[config.mk]
export PLATFORM = sky130hd
export DESIGN_NAME = mbx_dual_top
export DESIGN_NICKNAME = d
export VERILOG_FILES = /design/src/rtl/mbx_pkg.sv /design/src/rtl/mbx_slot.sv /design/src/rtl/mbx_flag_link.sv /design/src/rtl/mbx_gpi_line.sv /design/src/rtl/mbx_port.sv /design/src/rtl/mbx_dual_top.sv
export SDC_FILE = /design/constraint.sdc
export NUM_CORES = 1
export LEC_CHECK = 0
export ABC_CLOCK_PERIOD_IN_PS = 4210
export CORE_MARGIN = 4
export CORE_UTILIZATION = 60
export DETAILED_ROUTE_END_ITERATION = 10
export PLACE_DENSITY = 0.81
export SLEW_MARGIN = 20
export SYNTH_ARGS = -nofsm -noshare
export SYNTH_HDL_FRONTEND = slang
export SYNTH_SLANG_ARGS = --single-unit
[constraint.sdc]
create_clock -name clk -period 4.21 [get_ports clk]
set_input_delay 0.6315 -clock clk [delete_from_list [all_inputs] [get_ports clk]]
set_output_delay 0.6315 -clock clk [all_outputs]
set_load 0.02 [all_outputs]
[src/rtl/mbx_pkg.sv]
package mbx_pkg;

    typedef enum logic {
        SLOT_EMPTY,
        SLOT_FULL
    } slot_state_e;

    typedef enum logic [1:0] {
        FL_IDLE,
        FL_SEND,
        FL_SETTLE
    } flag_state_e;

    typedef enum logic {
        GPI_IDLE,
        GPI_RAISED
    } gpi_state_e;

endpackage

[src/rtl/mbx_slot.sv]
// One message channel: written by one side, read by the other.
module mbx_slot
    import mbx_pkg::*;
#(
    parameter int DATA_W = 32
) (
    input  logic              clk,
    input  logic              rst_n,
    input  logic              wr_en,
    input  logic [DATA_W-1:0] wr_data,
    input  logic              rd_en,
    output logic              full,
    output logic [DATA_W-1:0] data
);

    slot_state_e       state_q, state_d;
    logic [DATA_W-1:0] data_q;
    logic              load;

    always_comb begin
        state_d = state_q;
        load    = 1'b0;
        unique case (state_q)
            SLOT_EMPTY: begin
                if (wr_en) begin
                    state_d = SLOT_FULL;
                    load    = 1'b1;
                end
            end
            SLOT_FULL: begin
                if (rd_en) state_d = SLOT_EMPTY;
            end
            default: state_d = SLOT_EMPTY;
        endcase
    end

    always_ff @(posedge clk) begin
        if (!rst_n) begin
            state_q <= SLOT_EMPTY;
            data_q  <= '0;
        end else begin
            state_q <= state_d;
            if (load) data_q <= wr_data;
        end
    end

    always_comb begin
        full = (state_q == SLOT_FULL);
        data = data_q;
    end

endmodule

[src/rtl/mbx_flag_link.sv]
// Carries one side's flag field to the other side over a two-cycle window.
module mbx_flag_link
    import mbx_pkg::*;
#(
    parameter int FLAG_W = 3
) (
    input  logic              clk,
    input  logic              rst_n,
    input  logic              wr_en,
    input  logic [FLAG_W-1:0] wr_val,
    output logic              busy,
    output logic [FLAG_W-1:0] local_val,
    output logic [FLAG_W-1:0] far_val
);

    flag_state_e       state_q, state_d;
    logic [FLAG_W-1:0] cap_q, mir_q;
    logic              capture, publish;

    always_comb begin
        state_d = state_q;
        capture = 1'b0;
        publish = 1'b0;
        unique case (state_q)
            FL_IDLE: begin
                if (wr_en) begin
                    state_d = FL_SEND;
                    capture = 1'b1;
                end
            end
            FL_SEND:   state_d = FL_SETTLE;
            FL_SETTLE: begin
                state_d = FL_IDLE;
                publish = 1'b1;
            end
            default:   state_d = FL_IDLE;
        endcase
    end

    always_ff @(posedge clk) begin
        if (!rst_n) begin
            state_q <= FL_IDLE;
            cap_q   <= '0;
            mir_q   <= '0;
        end else begin
            state_q <= state_d;
            if (capture) cap_q <= wr_val;
            if (publish) mir_q <= cap_q;
        end
    end

    always_comb begin
        busy      = (state_q != FL_IDLE);
        local_val = cap_q;
        far_val   = mir_q;
    end

endmodule

[src/rtl/mbx_gpi_line.sv]
// One general-purpose interrupt request, raised on one side, accepted on the other.
module mbx_gpi_line
    import mbx_pkg::*;
(
    input  logic clk,
    input  logic rst_n,
    input  logic raise,
    input  logic accept,
    output logic pending
);

    gpi_state_e state_q, state_d;

    always_comb begin
        state_d = state_q;
        unique case (state_q)
            GPI_IDLE:   if (raise)  state_d = GPI_RAISED;
            GPI_RAISED: if (accept) state_d = GPI_IDLE;
            default:    state_d = GPI_IDLE;
        endcase
    end

    always_ff @(posedge clk) begin
        if (!rst_n) state_q <= GPI_IDLE;
        else        state_q <= state_d;
    end

    always_comb pending = (state_q == GPI_RAISED);

endmodule

[src/rtl/mbx_port.sv]
// Register decode, read mux, mask and interrupt for one side.
module mbx_port #(
    parameter int DATA_W  = 32,
    parameter int NUM_MSG = 4,
    parameter int NUM_GPI = 4,
    parameter int FLAG_W  = 3,
    parameter int ADDR_W  = 4
) (
    input  logic                      clk,
    input  logic                      rst_n,
    input  logic                      sel,
    input  logic                      wr,
    input  logic [ADDR_W-1:0]         addr,
    input  logic [DATA_W-1:0]         wdata,
    input  logic [NUM_MSG-1:0]        tx_full,
    input  logic [NUM_MSG-1:0]        rx_full,
    input  logic [NUM_MSG*DATA_W-1:0] rx_data,
    input  logic                      flag_busy,
    input  logic [FLAG_W-1:0]         flag_local,
    input  logic [FLAG_W-1:0]         flag_far,
    input  logic [NUM_GPI-1:0]        gp_out,
    input  logic [NUM_GPI-1:0]        gp_in,
    output logic [NUM_MSG-1:0]        tx_wr,
    output logic [NUM_MSG-1:0]        rx_rd,
    output logic                      flag_wr,
    output logic [NUM_GPI-1:0]        gp_raise,
    output logic [NUM_GPI-1:0]        gp_accept,
    output logic [DATA_W-1:0]         rdata,
    output logic                      irq
);

    localparam int REG_STS     = NUM_MSG;
    localparam int REG_CTL     = NUM_MSG + 1;
    localparam int STS_RXF_LO  = NUM_MSG;
    localparam int STS_FLAG_LO = 2 * NUM_MSG;
    localparam int STS_BUSY    = STS_FLAG_LO + FLAG_W;
    localparam int STS_GP_LO   = STS_BUSY + 1;
    localparam int CTL_GP_LO   = FLAG_W + 1;
    localparam int CTL_MASK_LO = CTL_GP_LO + NUM_GPI;

    logic               wr_hit, rd_hit, is_sts, is_ctl;
    logic [NUM_GPI-1:0] mask_q;

    always_comb begin
        wr_hit = sel && wr;
        rd_hit = sel && !wr;
        is_sts = (addr == ADDR_W'(REG_STS));
        is_ctl = (addr == ADDR_W'(REG_CTL));
        flag_wr = wr_hit && is_ctl;
    end

    for (genvar n = 0; n < NUM_MSG; n++) begin : g_msg
        assign tx_wr[n] = wr_hit && (addr == ADDR_W'(n));
        assign rx_rd[n] = rd_hit && (addr == ADDR_W'(n));
    end

    for (genvar g = 0; g < NUM_GPI; g++) begin : g_gp
        assign gp_raise[g]  = wr_hit && is_ctl && wdata[CTL_GP_LO + g];
        assign gp_accept[g] = wr_hit && is_sts && wdata[STS_GP_LO + g];
    end

    always_ff @(posedge clk) begin
        if (!rst_n)                mask_q <= '0;
        else if (wr_hit && is_ctl) mask_q <= wdata[CTL_MASK_LO +: NUM_GPI];
    end

    always_comb irq = |(gp_in & mask_q);

    always_comb begin
        rdata = '0;
        for (int n = 0; n < NUM_MSG; n++) begin
            if (addr == ADDR_W'(n)) rdata = rx_data[n*DATA_W +: DATA_W];
        end
        if (is_sts) begin
            rdata[NUM_MSG-1:0]                = ~tx_full;
            rdata[STS_RXF_LO +: NUM_MSG]      = rx_full;
            rdata[STS_FLAG_LO +: FLAG_W]      = flag_far;
            rdata[STS_BUSY]                   = flag_busy;
            rdata[STS_GP_LO +: NUM_GPI]       = gp_in;
        end
        if (is_ctl) begin
            rdata[FLAG_W-1:0]                 = flag_local;
            rdata[CTL_GP_LO +: NUM_GPI]       = gp_out;
            rdata[CTL_MASK_LO +: NUM_GPI]     = mask_q;
        end
    end

endmodule

[src/rtl/mbx_dual_top.sv]
module mbx_dual_top #(
    parameter int DATA_W  = 32,
    parameter int NUM_MSG = 4,
    parameter int NUM_GPI = 4,
    parameter int FLAG_W  = 3,
    parameter int ADDR_W  = 4
) (
    input  logic              clk,
    input  logic              rst_n,
    input  logic              a_sel,
    input  logic              a_wr,
    input  logic [ADDR_W-1:0] a_addr,
    input  logic [DATA_W-1:0] a_wdata,
    output logic [DATA_W-1:0] a_rdata,
    output logic              a_irq,
    input  logic              b_sel,
    input  logic              b_wr,
    input  logic [ADDR_W-1:0] b_addr,
    input  logic [DATA_W-1:0] b_wdata,
    output logic [DATA_W-1:0] b_rdata,
    output logic              b_irq
);

    logic [NUM_MSG-1:0]        ab_full, ba_full;
    logic [NUM_MSG*DATA_W-1:0] ab_data, ba_data;
    logic [NUM_MSG-1:0]        a_tx_wr, a_rx_rd, b_tx_wr, b_rx_rd;
    logic                      a_flag_wr, b_flag_wr;
    logic                      a_fbusy, b_fbusy;
    logic [FLAG_W-1:0]         a_flocal, b_flocal;
    logic [FLAG_W-1:0]         ab_flags, ba_flags;
    logic [NUM_GPI-1:0]        ab_gp, ba_gp;
    logic [NUM_GPI-1:0]        a_raise, a_accept, b_raise, b_accept;

    for (genvar n = 0; n < NUM_MSG; n++) begin : g_slot
        mbx_slot #(.DATA_W(DATA_W)) u_ab (
            .clk     (clk),
            .rst_n   (rst_n),
            .wr_en   (a_tx_wr[n]),
            .wr_data (a_wdata),
            .rd_en   (b_rx_rd[n]),
            .full    (ab_full[n]),
            .data    (ab_data[n*DATA_W +: DATA_W])
        );
        mbx_slot #(.DATA_W(DATA_W)) u_ba (
            .clk     (clk),
            .rst_n   (rst_n),
            .wr_en   (b_tx_wr[n]),
            .wr_data (b_wdata),
            .rd_en   (a_rx_rd[n]),
            .full    (ba_full[n]),
            .data    (ba_data[n*DATA_W +: DATA_W])
        );
    end

    for (genvar g = 0; g < NUM_GPI; g++) begin : g_gpi
        mbx_gpi_line u_ab (
            .clk     (clk),
            .rst_n   (rst_n),
            .raise   (a_raise[g]),
            .accept  (b_accept[g]),
            .pending (ab_gp[g])
        );
        mbx_gpi_line u_ba (
            .clk     (clk),
            .rst_n   (rst_n),
            .raise   (b_raise[g]),
            .accept  (a_accept[g]),
            .pending (ba_gp[g])
        );
    end

    mbx_flag_link #(.FLAG_W(FLAG_W)) u_flag_ab (
        .clk       (clk),
        .rst_n     (rst_n),
        .wr_en     (a_flag_wr),
        .wr_val    (a_wdata[FLAG_W-1:0]),
        .busy      (a_fbusy),
        .local_val (a_flocal),
        .far_val   (ab_flags)
    );

    mbx_flag_link #(.FLAG_W(FLAG_W)) u_flag_ba (
        .clk       (clk),
        .rst_n     (rst_n),
        .wr_en     (b_flag_wr),
        .wr_val    (b_wdata[FLAG_W-1:0]),
        .busy      (b_fbusy),
        .local_val (b_flocal),
        .far_val   (ba_flags)
    );

    mbx_port #(
        .DATA_W(DATA_W), .NUM_MSG(NUM_MSG), .NUM_GPI(NUM_GPI),
        .FLAG_W(FLAG_W), .ADDR_W(ADDR_W)
    ) u_port_a (
        .clk        (clk),
        .rst_n      (rst_n),
        .sel        (a_sel),
        .wr         (a_wr),
        .addr       (a_addr),
        .wdata      (a_wdata),
        .tx_full    (ab_full),
        .rx_full    (ba_full),
        .rx_data    (ba_data),
        .flag_busy  (a_fbusy),
        .flag_local (a_flocal),
        .flag_far   (ba_flags),
        .gp_out     (ab_gp),
        .gp_in      (ba_gp),
        .tx_wr      (a_tx_wr),
        .rx_rd      (a_rx_rd),
        .flag_wr    (a_flag_wr),
        .gp_raise   (a_raise),
        .gp_accept  (a_accept),
        .rdata      (a_rdata),
        .irq        (a_irq)
    );

    mbx_port #(
        .DATA_W(DATA_W), .NUM_MSG(NUM_MSG), .NUM_GPI(NUM_GPI),
        .FLAG_W(FLAG_W), .ADDR_W(ADDR_W)
    ) u_port_b (
        .clk        (clk),
        .rst_n      (rst_n),
        .sel        (b_sel),
        .wr         (b_wr),
        .addr       (b_addr),
        .wdata      (b_wdata),
        .tx_full    (ba_full),
        .rx_full    (ab_full),
        .rx_data    (ab_data),
        .flag_busy  (b_fbusy),
        .flag_local (b_flocal),
        .flag_far   (ab_flags),
        .gp_out     (ba_gp),
        .gp_in      (ab_gp),
        .tx_wr      (b_tx_wr),
        .rx_rd      (b_rx_rd),
        .flag_wr    (b_flag_wr),
        .gp_raise   (b_raise),
        .gp_accept  (b_accept),
        .rdata      (b_rdata),
        .irq        (b_irq)
    );

endmodule

==> impl_metrics.csv, run 1 <==
group,metric,value,unit
worst_setup_path,critPathMaxFanout,13,
floorplanning,start_util,61.4,%
yosys,syn_nets,1712,
place,placed_area,14500,um^2
global_routing,grt_overflow,0,
yosys,ys_async_sr_fraction,0,%
final_layout,multiInputGateArea,6510,um^2
worst_setup_path,worst-r2r-setup-slack,2520,ps
final_layout,final_area,15700,um^2
worst_setup_path,cpMaxStageDelayCell,"clkdlybuf4s50_1",
clocking,hold_buffers,0,
yosys,synth_warnings,0,
global_routing,grt_antenna_before_repair,1,
status,status,"complete, no violations",
timing,worst_slew_pin_slew,944,ps
timing,fmax,0.265,GHz
floorplanning,design.die.area,24100,um^2
pwr,seqPwrFrac,45.3,%
yosys,synth.most_common_cell,"nand2_1",
routing,firstDrtPassIters,7,
worst_setup_path,rr_worst_depth,3,
worst_setup_path,critPathCapture,"a_rdata[1]",
clocking,ctsResizeCount,0,
yosys,synth_top_area_share,45.5,%
yosys,synthCells,1634,
clocking,cts_setup_buffers,0,
worst_setup_path,crit_top_cell,"clkdlybuf4s50_1",
pwr,combPwrFrac,7.1,%
routing,final_antenna_net_count,0,
yosys,synthTopCellsByArea,"dfxtp_1 (45%), nand2_1 (15%), a21oi_1 (11%)",
floorplanning,std_cell_rows,53,
place,pre_cts_slack,510,ps
worst_setup_path,crit_type,"primary input to output port",
global_routing,grt_pass1_vias,11800,
clocking,cts_sinks,296,
place,place.port_buffers,143,
worst_setup_path,start_kind,"primary input",
timing,slew_viol_final,0,
final_layout,fin_util,73.8,%
worst_setup_path,cp_data_arrival_time,3140,ps
global_routing,grt_pass1_wl,62000,um
pwr,leakage,0.00529,uW
final_layout,seq_area,5930,um^2
clocking,root_buffer,"clkbuf_16",
pwr,p_sw_share,22.7,%
worst_setup_path,cp.required,3580,ps
clocking,cts_tree,"done",
clocking,clockBufferDepth,3,
worst_setup_path,cp_cell_sequence,"clkdlybuf4s50_1, or2_1, a21oi_1, o21ai_0, a31oi_1, clkdlybuf4s50_1",
yosys,synth_edf_count,0,
routing,num_vias,12400,
final_layout,layout-drive-gt1-share,8.21,%
routing,route.detailed.wl_per_inst,19.6,um
global_routing,grt_max_degree,123,
pwr,p_per_area,400,nW/um^2
yosys,synth_commonest_cells,"nand2_1 (506), dfxtp_1 (296), a21oi_1 (292), nor2_1 (72), mux2i_1 (70)",
worst_setup_path,crit-reg2reg-launch,"g_slot[2].u_ba.full$_SDFF_PN0_",
floorplanning,die_y,155,um
timing,final.min_clock_period,3770,ps
worst_setup_path,max_stage_delay,660,ps
pwr,p_int,4840,uW
timing,rsz0062_at_grt,"no",
yosys,syn_area,13000,um^2
worst_setup_path,r2r_end,"g_slot[2].u_ba.data[20]$_SDFFE_PN0P_",
run,maxCapViolations,0,
pwr,p_sw,1420,uW
yosys,synth.largest_area_cell,"dfxtp_1",
routing,drt-vias-per-instance,6.13,
timing,maxSlewHeadroom,37.1,%
hold_path,hold_class,"flop to flop",
routing,drt-total-wl,39400,um
final_layout,n_antenna_cell,0,
routing,first_iter_violations,1312,
clocking,clkTransAtPathRegs,60,ps
worst_setup_path,end_kind,"output port",
pwr,power,6260,uW
final_layout,filler_cell_count,1660,
yosys,yosysSeqAreaShare,45.5,%
pwr,p_clk_share,47.6,%
yosys,synth-seq-cells,296,
worst_setup_path,crit_start,"a_addr[2]",
clocking,cts_buffers,31,
yosys,syn_area_per_cell,7.98,um^2
global_routing,grt_use_total,31.5,%
clocking,clkLatencyLatePin,560,ps
clocking,cts_max_level,1,
final_layout,syn_to_final_growth,20.1,%
timing,setup_viol,0,
place,dpl.hpwl,24700,um
timing,hold_viol,0,
timing,setup-tns-final,0,ps
floorplanning,core,21200,um^2
yosys,synth_cell_types,54,
timing,fin_ws,439,ps
pwr,worst_ir_drop_vdd,371,uV
timing,fin_crit_sh,89.6,%
floorplanning,top_level_ports,144,
floorplanning,die_w,155,um
routing,drc,0,
final_layout,fin_nets,1797,
yosys,ys.flop_type,"dfxtp_1",
timing,fin_skew,8.88,ps
place,routabilityCongestion,0.935,
==> worst max-delay path: cells and delay by family <==
kind	cells	cell delay [ps]
AOI/OAI and AO/OA	3	650
buffers and inverters	2	1300
and+or+nand+nor	1	550
==> worst min path at each step <==
stage	startpoint	end	slack (ps)	cells past startpoint
finish	u_flag_ab.state_q[1]$_SDFFE_PN0P_	u_flag_ab.state_q[1]$_SDFFE_PN0P_	430	1
global route	u_flag_ab.state_q[1]$_SDFFE_PN0P_	u_flag_ab.state_q[1]$_SDFFE_PN0P_	450	1
CTS	u_flag_ab.state_q[1]$_SDFFE_PN0P_	u_flag_ab.state_q[1]$_SDFFE_PN0P_	430	1
detailed placement	u_flag_ab.state_q[1]$_SDFFE_PN0P_	u_flag_ab.state_q[1]$_SDFFE_PN0P_	430	1
global placement	u_flag_ab.state_q[1]$_SDFFE_PN0P_	u_flag_ab.state_q[1]$_SDFFE_PN0P_	420	1
floorplan	u_flag_ab.state_q[1]$_SDFFE_PN0P_	u_flag_ab.state_q[1]$_SDFFE_PN0P_	410	1
==> sequential cells by signal (all words and copies together), names as in the netlist <==
signal	count
u_flag_ba.state_q	2
u_flag_ba.local_val	3
g_slot.u_ab.full	4
g_slot.u_ba.full	4
u_flag_ab.state_q	2
g_slot.u_ba.data	128
u_flag_ab.local_val	3
u_flag_ba.far_val	3
u_flag_ab.far_val	3
g_gpi.u_ab.pending	4
g_slot.u_ab.data	128
u_port_b.mask_q	4
u_port_a.mask_q	4
g_gpi.u_ba.pending	4
==> layer usage <==
| layer | GRT usage, % | share of wire [%] | vias up |
|---|---|---|---|
| met5 | 0 | 0.028 | - |
| met4 | 12.3 | 4.0 | 2 |
| met3 | 5.73 | 10 | 120 |
| met2 | 51.7 | 47 | 667 |
| met1 | 41.5 | 39 | 5821 |
| li1 | - | - | 5744 |
==> logic make-up (layout without fill, tap and decap cells) <==
kind of cell    Yosys count  count (layout)  share of synthesized area (%)
mux                      95              95                           9.44
simple gates            686             686                           22.5
compound gates          419             419                           17.7
buf+inv                 138             245                           4.88
flops                   296             296                           45.5
==> placed cells by master, fill, tap and decap left out, types with 8 or more instances in the layout <==
cell,count
nand3_1,39
o22ai_1,19
mux4_2,22
nand2_1,506
a21oi_1,292
a311oi_1,8
clkbuf_16,31
and2_1,20
clkbuf_8,8
dfxtp_1,296
clkdlybuf4s50_1,139
nor2_1,72
o21ai_0,53
mux2i_1,70
a22oi_1,8
buf_4,40
==> layout make-up <==
cell class	instances	share of cell area, %
multi-input combinational	1200	41.6
clock inverter	13	1.44
clock buffer	42	5.73
tap	275	2.20
inverter	6	0.176
sequential	296	37.8
timing repair buffer	184	11.1
==> through the flow <==
step	std cells	hold WS, ps
after floorplan	1634	412
after global placement	1961	423
after detailed placement	1961	426
after CTS	2016	435
after global routing	2016	451
final	2016	434
==> power groups by stage <==
stage               sequential, uW  clock (uW)  combinational, uW
finish                        2830        2980                442
CTS                           2830        3000                433
detailed placement            2900           0                430
floorplan                     2890           0                224
global placement              2900           0                426
global route                  2840        3110                466
No activity file was read; power rests on OpenSTA's default activity.
==> run 2, diff against run 1 <==
Settings changed: PLACE_DENSITY 0.81 to 0.8, SYNTH_HIERARCHICAL set to 1.
==> impl_metrics.csv, run 2 <==
group,metric,value,unit
final_layout,final_common_cell,"nand2_1",
final_layout,final_cell_mix,"nand2_1 (554), mux2i_1 (332), dfxtp_1 (296), clkdlybuf4s50_1 (138), nor2b_1 (43)",
timing,maxSlewHeadroom,42.3,%
timing,slew_viol_final,0,
routing,route.detailed.wl_per_inst,17.8,um
routing,final_antenna_net_count,0,
floorplanning,core,25200,um^2
yosys,synthTopCellsByArea,"dfxtp_1 (39%), mux2i_1 (22%), nand2_1 (14%)",
worst_setup_path,cp.required,3580,ps
yosys,ys_async_sr_fraction,0,%
clocking,clkTransAtPathRegs,60,ps
routing,drt-vias-per-instance,5.70,
timing,setup-tns-final,0,ps
worst_setup_path,critPathMaxFanout,14,
pwr,power,5980,uW
place,routabilityCongestion,0.856,
routing,drt-total-wl,37700,um
pwr,p_per_area,348,nW/um^2
clocking,root_buffer,"clkbuf_16",
timing,worst_slew_pin_slew,866,ps
global_routing,grt_antenna_before_repair,1,
final_layout,finalNonFillerCells,2113,
yosys,synth_cell_types,49,
routing,num_vias,12100,
floorplanning,std_cell_rows,58,
yosys,syn_area_per_cell,9.04,um^2
final_layout,n_antenna_cell,0,
worst_setup_path,start_kind,"primary input",
pwr,leakage,0.00601,uW
floorplanning,design.die.area,28200,um^2
worst_setup_path,end_kind,"output port",
floorplanning,die_y,168,um
yosys,synth.largest_area_cell,"dfxtp_1",
global_routing,grt_overflow,0,
timing,fin_skew,6.47,ps
global_routing,grt_max_degree,156,
timing,fmax,0.260,GHz
floorplanning,start_util,60.9,%
yosys,syn_area,15300,um^2
routing,firstDrtPassIters,8,
clocking,clkLatencyLatePin,540,ps
yosys,syn_nets,1774,
final_layout,layout-drive-gt1-share,7.74,%
timing,rsz0062_at_grt,"no",
run,maxCapViolations,0,
worst_setup_path,crit_top_cell,"clkdlybuf4s50_1",
global_routing,grt_use_total,25.9,%
worst_setup_path,cpMaxStageDelayCell,"clkdlybuf4s50_1",
yosys,synth.most_common_cell,"nand2_1",
floorplanning,top_level_ports,144,
clocking,cts_max_level,1,
final_layout,fin_util,68.3,%
floorplanning,die_w,168,um
yosys,yosysSeqAreaShare,38.6,%
worst_setup_path,cp_cell_sequence,"clkdlybuf4s50_1, nor2b_2, nand2b_1, o22ai_1, clkdlybuf4s50_1",
final_layout,syn_to_final_growth,12.2,%
yosys,synth_warnings,6,
worst_setup_path,worst-path-buf-inv,2,
yosys,synthCells,1696,
worst_setup_path,crit_family,"buffers and inverters",
global_routing,grt_pass1_wl,60900,um
clocking,clockBufferDepth,3,
place,dpl.hpwl,24800,um
yosys,ys.flop_type,"dfxtp_1",
yosys,synth_edf_count,0,
worst_setup_path,max_stage_delay,700,ps
hold_path,hold_class,"flop to flop",
worst_setup_path,cp_data_arrival_time,3220,ps
clocking,cts_sinks,296,
timing,setup_viol,0,
clocking,cts_setup_buffers,0,
final_layout,fin_nets,1842,
yosys,synth_commonest_cells,"nand2_1 (554), mux2i_1 (332), dfxtp_1 (296), buf_2 (46), nor2b_1 (44)",
timing,final.min_clock_period,3850,ps
clocking,cts_tree,"done",
timing,fin_crit_sh,91.4,%
place,place.port_buffers,143,
global_routing,grt_pass1_vias,11800,
yosys,synth_top_area_share,38.6,%
yosys,synth-seq-cells,296,
timing,hold_viol,0,
pwr,worst_ir_drop_vdd,240,uV
routing,first_iter_violations,1032,
status,status,"complete, no violations",
routing,drc,0,
worst_setup_path,crit_type,"primary input to output port",
clocking,cts_buffers,31,
place,placedCellCount,2061,
## run 2: repair_timing
action | 4_1_cts | 5_1_grt
hold buffers | 0 | 0
gates resized for setup | 0 | 1
endpoints found under the setup margin | 0 | 6
## run 2: path summary, 6_finish.rpt
path	cells past startpoint	to	from	slack, ps
worst max-delay path	5	b_rdata[26]	b_addr[2]	360
worst min-delay path	2	g_slot[0].u_ab/data[28]$_SDFFE_PN0P_	g_slot[0].u_ab/data[28]$_SDFFE_PN0P_	450
worst max register to register	3	g_slot[2].u_ab/data[30]$_SDFFE_PN0P_	g_slot[2].u_ab/full$_SDFF_PN0_	2670
worst min register to register	2	g_slot[0].u_ab/data[28]$_SDFFE_PN0P_	g_slot[0].u_ab/data[28]$_SDFFE_PN0P_	450
## run 2: cell type report
cell class	instances	area, um^2
Multi-Input combinational cell	1252	8190
Fill cell	2052	7980
Sequential cell	296	5930
Timing Repair Buffer	171	1670
Clock buffer	47	916
Tap cell	330	413
Clock inverter	5	50.0
Inverter	12	45.0
## run 2: kinds of logic (layout without fill, tap and decap cells)
| logic type | after synthesis | count (layout) | share of synthesized area [%] |
|---|---|---|---|
| AO/OA/AOI/OAI | 166 | 166 | 7.74 |
| buffers and inverters | 148 | 235 | 7.98 |
| AND/OR/NAND/NOR | 740 | 740 | 21.9 |
| multiplexers | 346 | 346 | 23.7 |
| flip-flops | 296 | 296 | 38.6 |
## run 2: power by group
group / total (uW) / internal (uW) / leakage (uW) / switching, uW
registers: 2840 / 2820 / 0.00239 / 13.7
logic: 525 / 205 / 0.00315 / 320
clock network: 2620 / 1540 / 0.000479 / 1080
total: 5980 / 4570 / 0.00601 / 1410
## run 2: worst register-to-register path: cells and delay by family (launching register included)
kind / cells / cell delay (ps)
muxes: 1 / 240
and+or+nand+nor: 1 / 460
DFF: 1 / 390
buffers and inverters: 1 / 360
## run 2: stage by stage
step	area, um^2	hold WS [ps]	setup slack [ps]
floorplan	15300	430	1300
global placement	16200	438	200
detailed placement	16200	444	156
CTS	17200	457	148
global route	17200	471	208
finish	17200	454	362
## run 2: routing by layer
layer  part of all wire (%)  up-vias  global-route usage, %
met2                     47      373                   43.9
li1                       -     5846                      -
met1                     44     5761                   34.5
met4                    2.5        2                   7.06
met3                    6.4       70                   4.09
met5                  0.021        -                      0
